### config.mk
export PLATFORM = sky130hd
export DESIGN_NAME = spi_irq_ctrl
export DESIGN_NICKNAME = d
export VERILOG_FILES = /design/src/rtl/spi_irq_ctrl.sv
export SDC_FILE = /design/constraint.sdc
export NUM_CORES = 1
export LEC_CHECK = 0
export ABC_AREA = 1
export ABC_CLOCK_PERIOD_IN_PS = 2200
export CAP_MARGIN = 10
export CORE_ASPECT_RATIO = 1.25
export CORE_MARGIN = 8
export CORE_UTILIZATION = 55
export CTS_CLUSTER_SIZE = 14
export DETAILED_ROUTE_END_ITERATION = 7
export DONT_BUFFER_PORTS = 1
export PLACE_DENSITY_LB_ADDON = 0.2
export SETUP_SLACK_MARGIN = 0.2
export SLEW_MARGIN = 5
export SYNTH_ARGS = -nofsm -noshare
export SYNTH_HDL_FRONTEND = slang
export SYNTH_SLANG_ARGS = --single-unit
### constraint.sdc
create_clock -name clk -period 2.2 [get_ports clk]
set_clock_uncertainty 0.15 [all_clocks]
set_input_delay 0.11 -clock clk [delete_from_list [all_inputs] [get_ports clk]]
set_output_delay 0.11 -clock clk [all_outputs]
set_load 0.01 [all_outputs]
### src/rtl/spi_irq_ctrl.sv
module spi_irq_ctrl #(
  parameter int NCH = 4,
  parameter logic [4*NCH:0] IMPL = 17'h1777F
) (
  input  logic             clk,
  input  logic             rst_n,
  input  logic [NCH-1:0]   txe_set,
  input  logic [NCH-1:0]   rxf_set,
  input  logic             wr_en,
  input  logic [2:0]       wr_sel,
  input  logic [4*NCH:0]   wr_data,
  input  logic [2:0]       rd_sel,
  output logic [4*NCH:0]   rd_data,
  output logic             irq,
  output logic             test_mode,
  output logic             single_mode
);
  localparam int SW = 4*NCH + 1;
  localparam logic [2:0] SEL_STAT = 3'd0, SEL_EN = 3'd1, SEL_WK = 3'd2,
                         SEL_SYST = 3'd3, SEL_CTRL = 3'd4;

  logic [SW-1:0] stat, en, hw_set;
  logic [11:0]   syst;
  logic [3:0]    ctrl;
  logic          wk;

  wire w_stat = wr_en && wr_sel == SEL_STAT;
  wire w_en   = wr_en && wr_sel == SEL_EN;
  wire w_wk   = wr_en && wr_sel == SEL_WK;
  wire w_syst = wr_en && wr_sel == SEL_SYST;
  wire w_ctrl = wr_en && wr_sel == SEL_CTRL;

  wire locked    = ctrl[3] & syst[11];
  wire force_all = (w_syst & ctrl[3] & wr_data[11]) | (w_ctrl & wr_data[3] & syst[11]);
  wire [SW-1:0] clr = (w_stat && !locked) ? wr_data : '0;

  always_comb begin
    hw_set = '0;
    for (int n = 0; n < NCH; n++) begin
      hw_set[4*n]   = txe_set[n];
      hw_set[4*n+2] = rxf_set[n];
    end
  end

  always_ff @(posedge clk) begin
    if (!rst_n) begin
      stat <= '0;
      en   <= '0;
      syst <= '0;
      ctrl <= 4'd4;
      wk   <= 1'b0;
      irq  <= 1'b0;
    end else begin
      stat <= force_all ? IMPL : (((stat & ~clr) | hw_set) & IMPL);
      if (w_en)   en   <= wr_data & IMPL;
      if (w_wk)   wk   <= wr_data[0];
      if (w_syst) syst <= wr_data[11:0];
      if (w_ctrl) ctrl <= wr_data[3:0];
      irq <= |(stat & en);
    end
  end

  assign test_mode   = ctrl[3];
  assign single_mode = ctrl[0];

  always_comb begin
    case (rd_sel)
      SEL_STAT: rd_data = stat;
      SEL_EN:   rd_data = en;
      SEL_WK:   rd_data = {{(SW-1){1'b0}}, wk};
      SEL_SYST: rd_data = {{(SW-12){1'b0}}, syst};
      SEL_CTRL: rd_data = {{(SW-4){1'b0}}, ctrl};
      default:  rd_data = '0;
    endcase
  end
endmodule


# --- Word-level counts from Yosys, hierarchy flattened ---
# Index checks and enable logic that the tools add are counted.
totals:
  regBits: 49
  input_bits: 34
  output_inout_bits: 20
  elab_cells: 37
classes:
  n_eq_ne: 8
  muxes: 3
  bitwise_logic: 10
  reduce_logical: 10
ops:
  columns: ["op", "n"]
  rows:
  - ["one-hot mux 17 bit (5 select lines)", 1]
  - ["bitwise AND 17 bit", 2]
  - ["2-to-1 mux 17 bit", 2]
  - ["inverter 17 bit", 1]
  - ["OR 17 x 15 -> 17 bit", 1]
  - ["OR reduction 17 bit", 1]
  - ["equality test 3 x 2 -> 1 bit (second input constant)", 4]
  - ["equality test 3 x 1 -> 1 bit (second input constant)", 2]
  - ["equality test 3 bit (second input constant)", 2]
  - ["logical AND 1 bit", 6]
  - ["zero test 3 bit", 2]
  - ["bitwise AND 1 bit", 5]
  - ["zero test 1 bit", 1]
  - ["OR 1 bit", 1]

# --- Longest topological paths before layout ---
logic_depth:
  ltp_word: 8
  depth_mapped: 8
  depth_no_buf: 7

# --- Worst setup path after synthesis ---
# OpenSTA, ideal clock, no wires.
synth_path:
  path_kind: "reg2reg"
  startpoint: "register ctrl[3]"
  endpoint: "register stat[8]"
  setup_time_ps: 128
  t_arrival_ps: 983
  t_required_ps: 1922
  slack_ps: 939
  path_stages_with_launch: 8
  n_path_buf: 1
  period_less_slack_ps: 1261
  path_cell_list: "dfxtp_1 -> nand2_1 -> buf_2 -> nand4_1 -> nand2_1 -> inv_1 -> nor2_1 -> nor2_1"
synth_between:
  elab_chain_len: 8
  word_cells_on_any_way: 11
  classes_between: "2 x mux; 7 x bitwise; 2 x reduce/logical"
synth_rtl:
  columns: ["item", "line_no", "rtl"]
  rows:
  - ["start: declaration", "24", "logic [3:0] ctrl;"]
  - ["start signal: assignment", "58", "if (w_ctrl) ctrl <= wr_data[3:0];"]
  - ["bitwise AND 1 bit", "33", "wire locked = ctrl[3] & syst[11];"]
  - ["zero test 1 bit", "35", "wire [SW-1:0] clr = (w_stat && !locked) ? wr_data : '0;"]
  - ["logical AND 1 bit", "35", null]
  - ["2-to-1 mux 17 bit", "35", null]
  - ["inverter 17 bit", "54", "stat <= force_all ? IMPL : (((stat & ~clr) | hw_set) & IMPL);"]
  - ["bitwise AND 17 bit", "54", null]
  - ["OR 17 x 15 -> 17 bit", "54", null]
  - ["2-to-1 mux 17 bit (*)", "54", null]
  - ["end signal: assignment", "54", null]
  - ["end: declaration", "22", "logic [SW-1:0] stat, en, hw_set;"]
# Every way passes the cells marked *; elsewhere a longest branch is shown, timed or not.
# A chain may end at the register's enable or synchronous reset.

# --- Worst setup path after layout ---
layout_path:
  startpoint: "input rst_n"
  endpoint: "register ctrl[2]"
layout_rtl:
  columns: ["item", "line_no", "rtl"]
  rows:
  - ["start: declaration", "6", "input logic rst_n,"]
# No word-level cell between the ends.

==> impl_results.md <==
- Status: completed
- Initial core utilization: 55.9%
- Worst Setup SP: rst_n
- Fraction of layout cells with a size suffix above 1: 4.88%
- Worst-path maximum fanout: 28
- Post-CTS Setup Inserts: 0
- Die width: 73.1 microns
- NumNets Final: 402
- Vias: 2346
- Post-synthesis sequential area ratio: 41.1%
- Seq pwr share: 52.0%
- Crit share post-route: 86.6%
- Starting DRT DRC Count: 157
- Antenna-violating nets left: 0
- Slew @ Worst Pin: about 0.86 ns
- Fill cell count: 378
- Slew Limit Fails: 0
- Detailed Routing Iterations Pass 1: 4
- Logic pwr share: a little under an eighth
- Pwr dens: 635 nW/um^2
- Synthesized instance count: 340
- Routability congestion estimate: a little over 0.8
- Max clock buf depth: 2
- Area Overhead vs Synth: 19.7%
- Clk pwr share: between 30% and 40%
- Area share of the largest cell type after synthesis: 41.1%
- Hpwl dp: between 4000 and 5000 microns
- CTS tree: done
- Num CTS Buffers: 5
- GR Util All Layers: 21.8%
- Post-synthesis cell area: 2240 sq um
- RSZ-0062 raised after global routing: false
- Finished Cell Area: between 2000 and 3000 sq um
- Number of hold violations in the final report: 0
- IO Pins: 54
- Kind of end point of the critical path: flop
- CTS root buf: clkbuf_8
- Crit Path Category: in2reg
- Max-slew headroom: 42.2%
- Peak supply drop: 577 uV
- Post-CTS Hold Buffers: 31
- Die height: 87.3 microns
- Clock Pin Slew Worst Setup and Hold Paths: 0.08 ns
- Antenna violations before repair: 0
- CP delay by family, top: buffers and inverters
- Post-Place Cell Area: 2260 sq um
- Final setup violation count: 0
- Layout Cells excl Fill: 425
- Synth Warn #: 0
- Routed len/inst: 16.0 microns
- Clock sink count: 46
- Max Freq: 525 MHz
- Psw: 0.418 mW
- Vias in the first global route: 2283
- Drt drc: 0
- Avg Cell Area, Syn: ~6.6 sq um
- Data arrival time of the critical path: approximately 2.0 ns
- Setup_tns: 0 ns
- Syn Nets: 374
- Port Buffers: 0
- DR vias/cell: 5.52
- Synth cell types: 24
- Congestion Overflow GR: 0
- Dominant cells by area after synthesis: dfxtp_1 41%, nand2_1 12%, nor2_1 12%
- Critical R2R Launch: ctrl[3]
- Die ar.: 6380 sq um
- Final WL: 6790 microns
- Row count: 26
- Leakage: roughly 1.2 nW
- Startpoint Class: input port
- H-tree Lvls: 2
- Worst min-delay path class: in2reg
- Maximum number of pins on one net before global-route repair: 29
- Sequence of cells on the critical path: dlygate4sd3_1 > nand3_1 > dlygate4sd3_1
- # placed instances: 386
- Worst path bufs/invs: 2
- Critical path's slowest cell: dlygate4sd3_1
- First-pass GRT wire length: 10800 microns
- Clk Latency, worst-skew pair: 0.30 ns
- Flops & latches, synth: 46
- Net Sw Frac: 24.5%
- Core area: 4000 sq um
- WHS: 0.0408 ns
- Required @ worst endpoint: ~2.2 ns
- Cell type with the largest total area after synthesis: dfxtp_1
- Final worst path period need: approximately 1.9 ns
- Antenna cell count: 0
- Critical hold path startpoint: wr_sel[0]
- Slowest cell delay on critical path: 1.10 ns
- Worst path most repeated cell: dlygate4sd3_1
- CTS resizes: 0
- Maxcap violations: 0
- Pint: roughly 1.3 mW
==> placed cells by master (no fill, tap or decap), types with 2 or more instances in the layout <==
cell type and n:
nand2_1 73, nor2_1 72, dfxtp_1 46, inv_1 35
o21ai_0 31, dlygate4sd3_1 31, nand3_1 20, nand4_1 18
a21oi_1 13, clkbuf_8 5, buf_4 4, clkinv_1 2
o22ai_1 2, a22o_1 2, inv_2 2, nand3_2 2
nor2_2 2, clkbuf_1 2
==> cell families after synthesis <==
| family | Yosys count | synth area share [%] |
|---|---|---|
| buffers and inverters | 53 | 9.89 |
| AO/OA/AOI/OAI | 49 | 11.6 |
| other | 1 | 0.168 |
| AND/OR/NAND/NOR | 191 | 37.2 |
| flip-flops | 46 | 41.1 |
==> final cells by class <==
type | instances | area [sq um] | area share, %
clock buffers | 7 | 76.3 | 2.85
repair buffers | 35 | 340 | 12.7
inverters | 39 | 146 | 5.46
flip-flops and latches | 46 | 921 | 34.4
multi-input cells | 241 | 1100 | 40.9
well taps | 56 | 70.1 | 2.61
clock inverters | 1 | 30.0 | 1.12
==> per-layer routing <==
layer / up-vias / global-route usage (%) / part of all wire, %
met2: 93 / 37.7 / 51
met4: 0 / 9.85 / 2.6
met5: - / 0 / 0
li1: 1145 / - / -
met1: 1093 / 23.9 / 39
met3: 15 / 6.11 / 7.8
==> sequential cells by signal (all words and copies together), names as in the netlist <==
name,count
ctrl,4
irq,1
syst,12
stat,14
en,14
wk,1
==> power groups by stage <==
stage / registers (mW) / clock network [mW] / logic [mW]
6_report: 0.885 / 0.622 / 0.194
5_1_grt: 0.889 / 0.665 / 0.215
4_1_cts: 0.885 / 0.632 / 0.191
3_5_place_dp: 0.904 / 0 / 0.133
3_3_place_gp: 0.903 / 0 / 0.130
2_1_floorplan: 0.898 / 0 / 0.113
==> stage by stage <==
| stage | total power, mW | util, % | worst slack [ns] |
|---|---|---|---|
| detailed placement | 1.04 | 56.6 | 0.608 |
| global route | 1.77 | 67.0 | 0.203 |
| finish | 1.70 | 67.0 | 0.294 |
| CTS | 1.71 | 67.0 | 0.334 |
| floorplan | 1.01 | - | 0.939 |
| global placement | 1.03 | 56.6 | 0.678 |
==> cell usage after synthesis, drive strengths merged <==
cell type  instances
dfxtp             46
nor2              75
o221ai             1
conb               1
a21oi             13
clkbuf             5
nor4               1
nand4             19
inv               37
nor3               1
nand3             22
a22o               2
buf                9
o21ai             31
clkinv             2
nand2             73
o22ai              2
==> worst register-to-register path: stages, from the launching register on <==
cell,delay (ns)
dfxtp_1,0.50
nand2_1,0.41
nand4_1,0.22
nand2_1,0.06
inv_1,0.05
nor2_1,0.04
nor2_1,0.09
==> path summary, 6_finish.rpt <==
| kind | to | slack (ns) | cells after the start |
|---|---|---|---|
| worst max-delay path | ctrl[2] | 0.29 | 3 |
| worst min-delay path | stat[9] | 0.04 | 4 |
| worst max register to register | stat[8] | 0.60 | 6 |
| worst min register to register | syst[7] | 0.32 | 2 |
Power figures use the tool's default switching activity.
